<file path="config.mk">
export PLATFORM = sky130hd
export DESIGN_NAME = fire_burst_decoder
export DESIGN_NICKNAME = d
export VERILOG_FILES = /design/src/rtl/fire_burst_decoder.sv
export SDC_FILE = /design/constraint.sdc
export NUM_CORES = 1
export LEC_CHECK = 0
export CORE_MARGIN = 3
export CORE_UTILIZATION = 60
export DETAILED_ROUTE_END_ITERATION = 7
export HOLD_SLACK_MARGIN = 0.15
export PLACE_DENSITY = 0.86
export SLEW_MARGIN = 0
export SYNTH_ARGS = -nofsm -noshare
export SYNTH_HDL_FRONTEND = slang
export SYNTH_SLANG_ARGS = --single-unit
</file>
<file path="constraint.sdc">
create_clock -name clk_i -period 10.7 [get_ports clk_i]
set_input_delay 1.605 -clock clk_i [delete_from_list [all_inputs] [get_ports clk_i]]
set_output_delay 1.605 -clock clk_i [all_outputs]
set_load 0.02 [all_outputs]
</file>
<file path="src/rtl/fire_burst_decoder.sv">
module fire_burst_decoder #(
  parameter int DATA_BITS = 184,
  parameter int CHK_BITS  = 40,
  parameter int PAT_BITS  = 12,
  parameter logic [CHK_BITS-1:0] GEN_LOW = 40'h00_0482_0009
) (
  input  logic                 clk_i,
  input  logic                 rst_ni,
  input  logic                 in_valid_i,
  input  logic                 in_bit_i,
  output logic                 in_ready_o,
  output logic                 done_o,
  output logic                 clean_o,
  output logic                 fixed_o,
  output logic                 fail_o,
  output logic                 chk_only_o,
  output logic [7:0]           pos_o,
  output logic [PAT_BITS-1:0]  pat_o,
  output logic [DATA_BITS-1:0] data_o
);

  localparam int NBITS = DATA_BITS + CHK_BITS;
  localparam int CW = $clog2(NBITS + 1);
  localparam logic [CW-1:0] NB_C = CW'(NBITS);
  localparam logic [CW-1:0] CK_C = CW'(CHK_BITS);

  function automatic logic [CHK_BITS-1:0] premult();
    logic [CHK_BITS:0] v;
    v = 1;
    for (int i = 0; i < NBITS - PAT_BITS; i++) begin
      if (v[0]) v = v ^ {1'b1, GEN_LOW};
      v = v >> 1;
    end
    return v[CHK_BITS-1:0];
  endfunction

  localparam logic [CHK_BITS-1:0] PRE = premult();

  typedef enum logic {ST_IN, ST_RUN} st_t;
  st_t st;

  logic [CHK_BITS-1:0] syn;
  logic [CW-1:0]       cnt;

  wire take = in_valid_i && in_ready_o;
  assign in_ready_o = (st == ST_IN);

  wire in_chk = (cnt <= CK_C);
  wire u      = in_bit_i ^ in_chk;
  wire [CHK_BITS-1:0] fb      = syn[CHK_BITS-1] ? GEN_LOW : '0;
  wire [CHK_BITS-1:0] shifted = {syn[CHK_BITS-2:0], 1'b0} ^ fb;
  wire trapped  = (syn[CHK_BITS-1:PAT_BITS] == '0);
  wire syn_zero = (syn == '0);
  wire [CW-1:0] run_pos = NB_C - cnt;
  wire [NBITS-1:0] fmask = {syn[PAT_BITS-1:0], {(NBITS-PAT_BITS){1'b0}}} >> run_pos;
  wire [DATA_BITS-1:0] dmask = fmask[NBITS-1:CHK_BITS];
  wire finish = syn_zero || (cnt == '0) || trapped;
  wire do_fix = !syn_zero && (cnt != '0);

  always_ff @(posedge clk_i or negedge rst_ni) begin
    if (!rst_ni) begin
      st         <= ST_IN;
      syn        <= '0;
      cnt        <= NB_C;
      data_o     <= '0;
      done_o     <= 1'b0;
      clean_o    <= 1'b0;
      fixed_o    <= 1'b0;
      fail_o     <= 1'b0;
      chk_only_o <= 1'b0;
      pos_o      <= '0;
      pat_o      <= '0;
    end else begin
      done_o <= 1'b0;
      case (st)
        ST_IN: if (take) begin
          syn <= shifted ^ (u ? PRE : '0);
          if (!in_chk) data_o <= {data_o[DATA_BITS-2:0], in_bit_i};
          if (cnt == CW'(1)) begin
            st  <= ST_RUN;
            cnt <= NB_C;
          end else begin
            cnt <= cnt - 1'b1;
          end
        end
        ST_RUN: if (finish) begin
          done_o     <= 1'b1;
          clean_o    <= syn_zero;
          fail_o     <= !syn_zero && (cnt == '0);
          fixed_o    <= do_fix;
          chk_only_o <= do_fix && (dmask == '0);
          pos_o      <= do_fix ? 8'(run_pos) : '0;
          pat_o      <= do_fix ? syn[PAT_BITS-1:0] : '0;
          if (do_fix) data_o <= data_o ^ dmask;
          st  <= ST_IN;
          syn <= '0;
          cnt <= NB_C;
        end else begin
          syn <= shifted;
          cnt <= cnt - 1'b1;
        end
        default: st <= ST_IN;
      endcase
    end
  end


  done_pulse_chk: assert property (@(posedge clk_i) disable iff (!rst_ni)
    done_o |=> !done_o);


  status_onehot_chk: assert property (@(posedge clk_i) disable iff (!rst_ni)
    done_o |-> $onehot({clean_o, fixed_o, fail_o}));


  data_hold_chk: assert property (@(posedge clk_i) disable iff (!rst_ni)
    !take |=> (done_o || $stable(data_o)));


  no_touch_chk: assert property (@(posedge clk_i) disable iff (!rst_ni)
    (done_o && (!fixed_o || chk_only_o)) |-> $stable(data_o));


  real_fix_chk: assert property (@(posedge clk_i) disable iff (!rst_ni)
    (done_o && fixed_o && !chk_only_o) |-> !$stable(data_o));


  ready_after_done_chk: assert property (@(posedge clk_i) disable iff (!rst_ni)
    done_o |-> in_ready_o);

endmodule

</file>
After elaboration in Yosys (flattened, before gate mapping)

Cells that the tools add are included.

$add $sub $neg: 2
Bitwise operators: 5
Eq/ne operators: 5
Muxes and demuxes: 22
Shifts and indexed selects: 1
Magnitude comparators: 1
Reductions and logical operators: 14

Operator list:

| operator                                                                         | count |
|---|---|
| 184-bit 2-to-1 mux                                                               | 4 |
| 184-bit one-hot mux with 2 select lines                                          | 1 |
| 224-bit by 8-bit >> shifter with 224-bit output                                  | 1 |
| 184-bit logical NOT                                                              | 1 |
| 184-bit bitwise XOR                                                              | 1 |
| 40-bit 2-to-1 mux                                                                | 2 |
| 40-bit one-hot mux with 2 select lines                                           | 1 |
| 40-bit logical NOT                                                               | 1 |
| 40-bit by 27-bit bitwise XOR with 40-bit output                                  | 1 |
| 40-bit by 39-bit bitwise XOR with 40-bit output                                  | 1 |
| 39-bit 2-to-1 mux                                                                | 1 |
| 8-bit 2-to-1 mux                                                                 | 4 |
| 28-bit logical NOT                                                               | 1 |
| 27-bit 2-to-1 mux                                                                | 1 |
| 8-bit one-hot mux with 2 select lines                                            | 1 |
| 12-bit 2-to-1 mux                                                                | 1 |
| 8-bit by 1-bit equality test with 1-bit output, second input constant            | 1 |
| 8-bit by 6-bit less-or-equal comparator with 1-bit output, second input constant | 1 |
| 8-bit logical NOT                                                                | 1 |
| 8-bit nonzero test                                                               | 1 |
| 8-bit by 1-bit subtractor with 8-bit output, second input constant               | 1 |
| 8-bit subtractor, first input constant                                           | 1 |
| 2-bit by 1-bit != test with 1-bit output, second input constant                  | 3 |
| 1-bit 2-to-1 mux                                                                 | 5 |
| 9 further kinds                                                                  | 13 |

Logic and storage cells: 61
Flip-flop bits (word level): 258
Input bits: 4
Output and inout bits: 210

Logic depth before layout (Yosys ltp)

Gate-level depths: netlist of run 1.

Word-level depth: 6
Mapped depth: 17
Depth with buffers taken out: 12

Worst setup path before layout of run 1

Ideal clock, no wire load.

Kind: reg2reg
Start: reg cnt[0]
End: reg chk_only_o
Path buffers: 5
Setup slack: 6.792 ns
Clock period less this slack: 3.908 ns
Data required time: 10.597 ns
Setup time: 0.104 ns
Arrival time: 3.805 ns
Cell stages (with the launch flop): 17
Cells stage by stage: dfrtp_1 -> inv_1 -> clkbuf_1 -> ha_1 -> buf_2 -> buf_6 -> buf_6 -> buf_2 -> mux2i_1 -> o2111ai_1 -> a31oi_4 -> o32ai_1 -> a2111o_1 -> a2111oi_0 -> and4_1 -> nand4_1 -> o41ai_2

Longest elaborated chain between the ends: 4
Elaborated cells on any way between the ends: 10
Those cells by class: add/sub: 1; shift: 1; reduce/logical: 8

Ends and longest elaborated chain:

| element                                                                             | RTL line | text |
|---|---|---|
| start: declaration                                                                  | 43       | `logic [CW-1:0] cnt;` |
| start signal: assignment                                                            | 83       | `cnt <= cnt - 1'b1;` |
| start signal: assignment                                                            | 100      | `cnt <= cnt - 1'b1;` |
| 8-bit subtractor or 8-bit logical NOT (tied branches)                               | 54, 57   |  |
| 224-bit by 8-bit >> shifter with 224-bit output or 1-bit logical OR (tied branches) | 55, 57   |  |
| 184-bit logical NOT or 1-bit logical OR (tied branches)                             | 91, 57   |  |
| 1-bit logical AND or 2-bit AND reduction (tied branches)                            | n/a      |  |
| end signal: assignment                                                              | 91       | `chk_only_o <= do_fix && (dmask == '0);` |
| end: declaration                                                                    | 16       | `output logic chk_only_o,` |

Parallel ways exist; a longest one is shown, timed or not.
A chain may end at the register's enable or synchronous reset.

Worst setup path after layout of run 1

Ends and elaborated chain as after synthesis.

==> flow_metrics.env, run 1 <==
export IMPL_clk_pin_slew_ns=0.06
export IMPL_r2r_start="cnt[0]"
export IMPL_dp_hpwl_um=42900
export IMPL_grt_pass1_vias=16100
export IMPL_ff2ff_setup_slack_ns=4.83
export IMPL_pin_count=214
export IMPL_clockBufferDepth=3
export IMPL_drt_wl_total_um=64500
export IMPL_final_common_cell="dfrtp_1"
export IMPL_start_util_pct=61.2
export IMPL_worstPathRequired_ns=11.15
export IMPL_cts_resized=0
export IMPL_nets=2001
export IMPL_root_buffer="clkbuf_16"
export IMPL_syn_area_um2=15900
export IMPL_fill_cells=1909
export IMPL_die_w_um=169
export IMPL_end_kind="flop"
export IMPL_drv_cap=1
export IMPL_post_cts_buffers=0
export IMPL_syn_area_per_cell_um2=8.48
export IMPL_reg2reg_depth=13
export IMPL_area_growth_synth_to_final_pct=20.0
export IMPL_cts_tree="yes"
export IMPL_netlist_instances=1881
export IMPL_clock_latency_ns=0.56
export IMPL_worst_clock_skew_ns=0.0127
export IMPL_htreeDepth=1
export IMPL_fmax_mhz=170
export IMPL_ys_seq_area_share_pct=40.5
export IMPL_hold_viol_final=0
export IMPL_cts_hold_buf=0
export IMPL_numCtsBuffers=28
export IMPL_rsz0062_at_grt="false"
export IMPL_dieArea_um2=28600
export IMPL_dp_cells=2300
export IMPL_layout_common_cells="254 x dfrtp_1, 235 x a21oi_1, 212 x clkdlybuf4s50_1"
export IMPL_grt_overflow=0
export IMPL_regArea_um2=6460
export IMPL_grt_max_degree=123
export IMPL_route_detailed_drc=0
export IMPL_violations="max-capacitance violations, max-slew violations"
export IMPL_final_max_slew_viol_count=9
export IMPL_synth_top_flop_cell="dfrtp_1"
export IMPL_finalSetupTns_ns=0
export IMPL_cp_start_kind="flop"
export IMPL_synth_ff_latch_count=258
export IMPL_setup_viol=0
export IMPL_drt_pass1_iterations=8
export IMPL_wl_per_cell_um=27.4
export IMPL_synth_distinct_cells=94
export IMPL_antenna_found_initial=1
export IMPL_grt_pass1_wl_um=97300
export IMPL_drtAntennaViolNets=0
export IMPL_synth_edf_count=0
export IMPL_async_flop_share_pct=100
export IMPL_r2r_end="chk_only_o"
export IMPL_via_count=17600
export IMPL_crit_start="cnt[0]"
export IMPL_fin_util_pct=73.4
export IMPL_hold_class="flop to flop"
export IMPL_endpoint="chk_only_o"
export IMPL_core_area_um2=26100
export IMPL_yosysWarnings=0
export IMPL_viasPerCell=7.48
export IMPL_status="complete, but fails checks"
export IMPL_cp_arrival_ns=6.32
export IMPL_drtIter0Drc=3077
export IMPL_multi_input_area_um2=8780
export IMPL_clock_sinks=258
export IMPL_drive_gt1_share_pct=9.62
export IMPL_std_cell_rows=59
export IMPL_port_buffers=213
export IMPL_chipHeight_um=169
export IMPL_layout_cells_non_filler=2352
export IMPL_syn_nets=1887
export IMPL_slew_limit_headroom_pct=-3.79
export IMPL_worst_pin_slew_ns=1.56
export IMPL_min_period_over_period_pct=54.9
export IMPL_fin_crit_ns=5.87
export IMPL_worst_path_max_fanout=35
export IMPL_insertedDiodeCount=0
export IMPL_gp_congestion=1.06
export IMPL_critPathKind="flop to flop"
export IMPL_grtUsageTotal_pct=43.2
[critical path: stages, from the launching register on]
cell and delay, ns:
dfrtp_1 0.32, buf_4 0.39, inv_1 0.30, ha_1 0.78, buf_4 0.36, mux4_2 0.38
a221oi_2 0.34, a21oi_1 0.20, a21oi_1 1.05, nor2_1 0.43, nor4b_1 0.37, and4_1 0.29
nand4_1 0.15, o41ai_2 0.36
[metrics by stage]
step	hold slack [ns]	worst slack, ns	cell area, um2
global placement	0.461	4.88	18200
detailed placement	0.471	4.82	18200
floorplan	0.472	6.79	15900
finish	0.478	4.83	19100
global route	0.512	4.66	19100
CTS	0.485	5.18	19100
[routing by layer]
layer | vias to the layer above | track usage (%) | wire [um]
li1 | 7448 | - | -
met5 | - | 0 | 0
met3 | 295 | 11.3 | 8280
met1 | 8491 | 58.7 | 24100
met4 | 0 | 22.5 | 4340
met2 | 1348 | 64.0 | 27800
[worst min path at each step]
| stage | slack [ns] | cells after the start | startpoint | endpoint |
|---|---|---|---|---|
| finish | 0.48 | 2 | clean_o | clean_o |
| CTS | 0.48 | 2 | pos_o[7] | pos_o[7] |
| global route | 0.51 | 2 | fixed_o | fixed_o |
| detailed placement | 0.47 | 2 | pos_o[7] | pos_o[7] |
| floorplan | 0.47 | 2 | syn[12] | syn[12] |
| global placement | 0.46 | 2 | fixed_o | fixed_o |
[area by class of cell]
class / instances / share of cell area, %
clock buffer: 41 / 4.45
clock inverter: 11 / 0.602
inverter: 12 / 0.236
multi-input combinational: 1441 / 45.9
sequential: 258 / 33.8
tap: 335 / 2.19
timing repair buffer: 254 / 12.8
[logic make-up after synthesis]
logic type               synth area share, %
AO/OA/AOI/OAI                           32.8
XOR/XNOR                                1.15
adder cells (fa/ha/maj)                0.157
buffers and inverters                   4.79
flip-flops                              40.5
multiplexers                            4.80
AND/OR/NAND/NOR                         15.8
[sequential cells by signal, summed over array words and instances, names as in the netlist]
signal,cells
clean_o,1
cnt,8
fail_o,1
chk_only_o,1
pat_o,12
pos_o,8
fixed_o,1
st,1
syn,40
done_o,1
data_o,184
[synth_stat cells (4+ instances only)]
| library cell | n | share of area (%) |
|---|---|---|
| buf_4 | 5 | 0.24 |
| a41o_1 | 4 | 0.25 |
| o22a_1 | 12 | 0.66 |
| o21ai_0 | 163 | 5.1 |
| buf_1 | 9 | 0.21 |
| a211o_1 | 5 | 0.27 |
| nand2_1 | 195 | 4.6 |
| o31ai_1 | 9 | 0.42 |
| a22o_1 | 15 | 0.82 |
| o21a_1 | 5 | 0.24 |
| a211oi_1 | 8 | 0.38 |
| buf_2 | 12 | 0.38 |
| a21oi_1 | 235 | 7.4 |
| a31o_2 | 41 | 2.3 |
| o41ai_1 | 4 | 0.22 |
| or3_1 | 65 | 2.6 |
| dfrtp_1 | 255 | 40 |
| nand3b_1 | 5 | 0.24 |
| mux2i_1 | 45 | 2.8 |
| or2_2 | 5 | 0.20 |
| clkbuf_1 | 137 | 3.2 |
| nor4_1 | 20 | 0.78 |
| nand4_1 | 7 | 0.27 |
| and2_1 | 5 | 0.20 |
| nor2_1 | 99 | 2.3 |
| nand3_1 | 51 | 1.6 |
| xor2_1 | 4 | 0.22 |
| buf_6 | 6 | 0.42 |
| inv_1 | 11 | 0.26 |
| and3_1 | 7 | 0.27 |
| a22oi_1 | 5 | 0.24 |
| a21o_1 | 8 | 0.38 |
| o22ai_1 | 196 | 7.7 |
| mux4_2 | 9 | 1.3 |
| o32ai_1 | 4 | 0.22 |
| or4_1 | 4 | 0.19 |
| nand2b_1 | 14 | 0.55 |
| a31oi_1 | 77 | 3.0 |
| a2bb2oi_1 | 4 | 0.22 |
| xnor2_1 | 10 | 0.55 |
| nor3_1 | 13 | 0.41 |
| o311a_1 | 4 | 0.25 |
| mux2_2 | 8 | 0.57 |
| nor4b_1 | 4 | 0.22 |
Power of run 1 is not shown: default switching activity piles up to over one toggle a cycle in this logic, so the estimate is an artifact.
==> inputs of run 2 (changes only) <==
--- a/config.mk
+++ b/config.mk
@@ -6,10 +6,10 @@
 export NUM_CORES = 1
 export LEC_CHECK = 0
 export CORE_MARGIN = 3
-export CORE_UTILIZATION = 60
+export CORE_UTILIZATION = 51
 export DETAILED_ROUTE_END_ITERATION = 7
 export HOLD_SLACK_MARGIN = 0.15
-export PLACE_DENSITY = 0.86
+export PLACE_DENSITY = 0.78
 export SLEW_MARGIN = 0
 export SYNTH_ARGS = -nofsm -noshare
 export SYNTH_HDL_FRONTEND = slang
==> constraint.sdc (replaced) <==
create_clock -name clk_i -period 5 [get_ports clk_i]
set_input_delay 0.75 -clock clk_i [delete_from_list [all_inputs] [get_ports clk_i]]
set_output_delay 0.75 -clock clk_i [all_outputs]
set_load 0.02 [all_outputs]
==> flow_metrics.env, run 2 (synthesis gave the netlist of run 1 again) <==
export IMPL_status="complete, no violations"
export IMPL_core_area_um2=30700
export IMPL_fin_crit_ns=4.69
export IMPL_drive_gt1_share_pct=11.1
export IMPL_die_w_um=183
export IMPL_finalSetupTns_ns=0
export IMPL_cts_hold_buf=0
export IMPL_numCtsBuffers=29
export IMPL_antenna_found_initial=1
export IMPL_root_buffer="clkbuf_16"
export IMPL_pin_count=214
export IMPL_drv_cap=0
export IMPL_grt_pass1_vias=16100
export IMPL_worst_pin_slew_ns=1.23
export IMPL_std_cell_rows=64
export IMPL_wl_per_cell_um=27.7
export IMPL_drt_wl_total_um=68000
export IMPL_worstPathRequired_ns=5.44
export IMPL_fmax_mhz=213
export IMPL_top_register="data_o"
export IMPL_grt_max_degree=183
export IMPL_cp_arrival_ns=5.13
export IMPL_start_util_pct=52.0
export IMPL_port_buffers=213
export IMPL_grt_overflow=0
export IMPL_layout_cells_non_filler=2454
export IMPL_clock_latency_ns=0.56
export IMPL_final_max_slew_viol_count=0
export IMPL_hold_viol_final=0
export IMPL_viasPerCell=7.05
export IMPL_rsz0062_at_grt="false"
export IMPL_worst_path_max_fanout=17
export IMPL_insertedDiodeCount=0
export IMPL_wl_met1_um=27200
export IMPL_htreeDepth=1
export IMPL_cts_resized=0
export IMPL_chipHeight_um=183
export IMPL_dieArea_um2=33400
export IMPL_drt_pass1_iterations=7
export IMPL_end_kind="flop"
export IMPL_area_growth_synth_to_final_pct=22.3
export IMPL_min_period_over_period_pct=93.7
export IMPL_grt_pass1_wl_um=102000
export IMPL_gp_congestion=1.07
export IMPL_setup_viol=0
export IMPL_critPathKind="flop to flop"
export IMPL_dp_cells=2402
export IMPL_final_common_cell="dfrtp_1"
export IMPL_grtUsageTotal_pct=39.1
export IMPL_clockBufferDepth=3
export IMPL_hold_class="input pin to asynchronous set/reset pin"
export IMPL_cts_tree="yes"
export IMPL_wl_met3_um=6840
export IMPL_via_count=17300
export IMPL_wl_met2_um=30800
export IMPL_drtIter0Drc=2365
export IMPL_largest_reg_flops=184
export IMPL_dp_hpwl_um=47600
export IMPL_post_cts_buffers=0
export IMPL_cp_start_kind="flop"
export IMPL_clk_pin_slew_ns=0.06
export IMPL_highest_layer="met5"
export IMPL_drtAntennaViolNets=0
export IMPL_clock_sinks=258
export IMPL_nets=2043
export IMPL_slew_limit_headroom_pct=17.6
export IMPL_worst_clock_skew_ns=0.0215
export IMPL_largestRegisters="data_o: 184 flops, syn: 40 flops, pat_o: 12 flops"
export IMPL_layout_common_cells="254 x dfrtp_1, 235 x a21oi_1, 212 x clkdlybuf4s50_1"
export IMPL_route_detailed_drc=0
[run 2: cell types whose count changed in the layout (fill, tap and decap cells not counted), sizes merged]
cell | previous run | this run
bufinv | 2 | 0
buf | 42 | 83
inv | 13 | 12
clkinv | 7 | 4
clkbuf | 41 | 47
[run 2: critical path, cell delays in order (launching register included)]
cell	delay (ns)
dfrtp_1	0.58
inv_1	0.16
ha_1	0.59
buf_4	0.33
mux2i_1	0.35
nor3_1	0.10
a211oi_2	0.20
buf_4	0.20
nor2_1	0.09
a21oi_1	0.15
buf_4	0.26
a31oi_1	0.15
nor3b_1	0.56
and3_1	0.25
nand4_1	0.16
o41ai_2	0.43
[run 2: per-layer routing]
metal  track usage [%]  vias up
met5                 0        -
met4              15.4        2
met3              7.50      178
met2              60.4     1049
met1              54.9     8569
li1                  -     7512
[run 2: final timing paths]
path                         endpoint  cells past startpoint     from  slack, ns
max reg2reg                chk_only_o                     15   cnt[1]       0.31
min reg2reg                   clean_o                      2  clean_o       0.49
min                        data_o[80]                      1   rst_ni       0.22
max                        chk_only_o                     15   cnt[1]       0.31
min in group clk_i            clean_o                      2  clean_o       0.49
max in group asynchronous          st                      2   rst_ni       3.57
[run 2: final cells by class]
class | count | area, um2
fillers | 2571 | 11200
multi-input cells | 1441 | 8780
flip-flops and latches | 258 | 6460
repair buffers | 295 | 2800
clock buffers | 47 | 873
well taps | 396 | 495
inverters | 12 | 45.0
clock inverters | 5 | 31.3
[run 2: per-stage QoR]
stage	setup slack (ns)	util (%)	area, um2	hold slack [ns]
final	0.313	63.6	19500	0.215
after global routing	0.123	63.6	19500	0.265
after CTS	0.452	63.6	19500	0.267
after detailed placement	0.439	60.6	18600	0.474
after global placement	0.486	60.6	18600	0.462
after floorplan	1.09	-	15900	0.454
Power of run 2 is left out for the same reason.
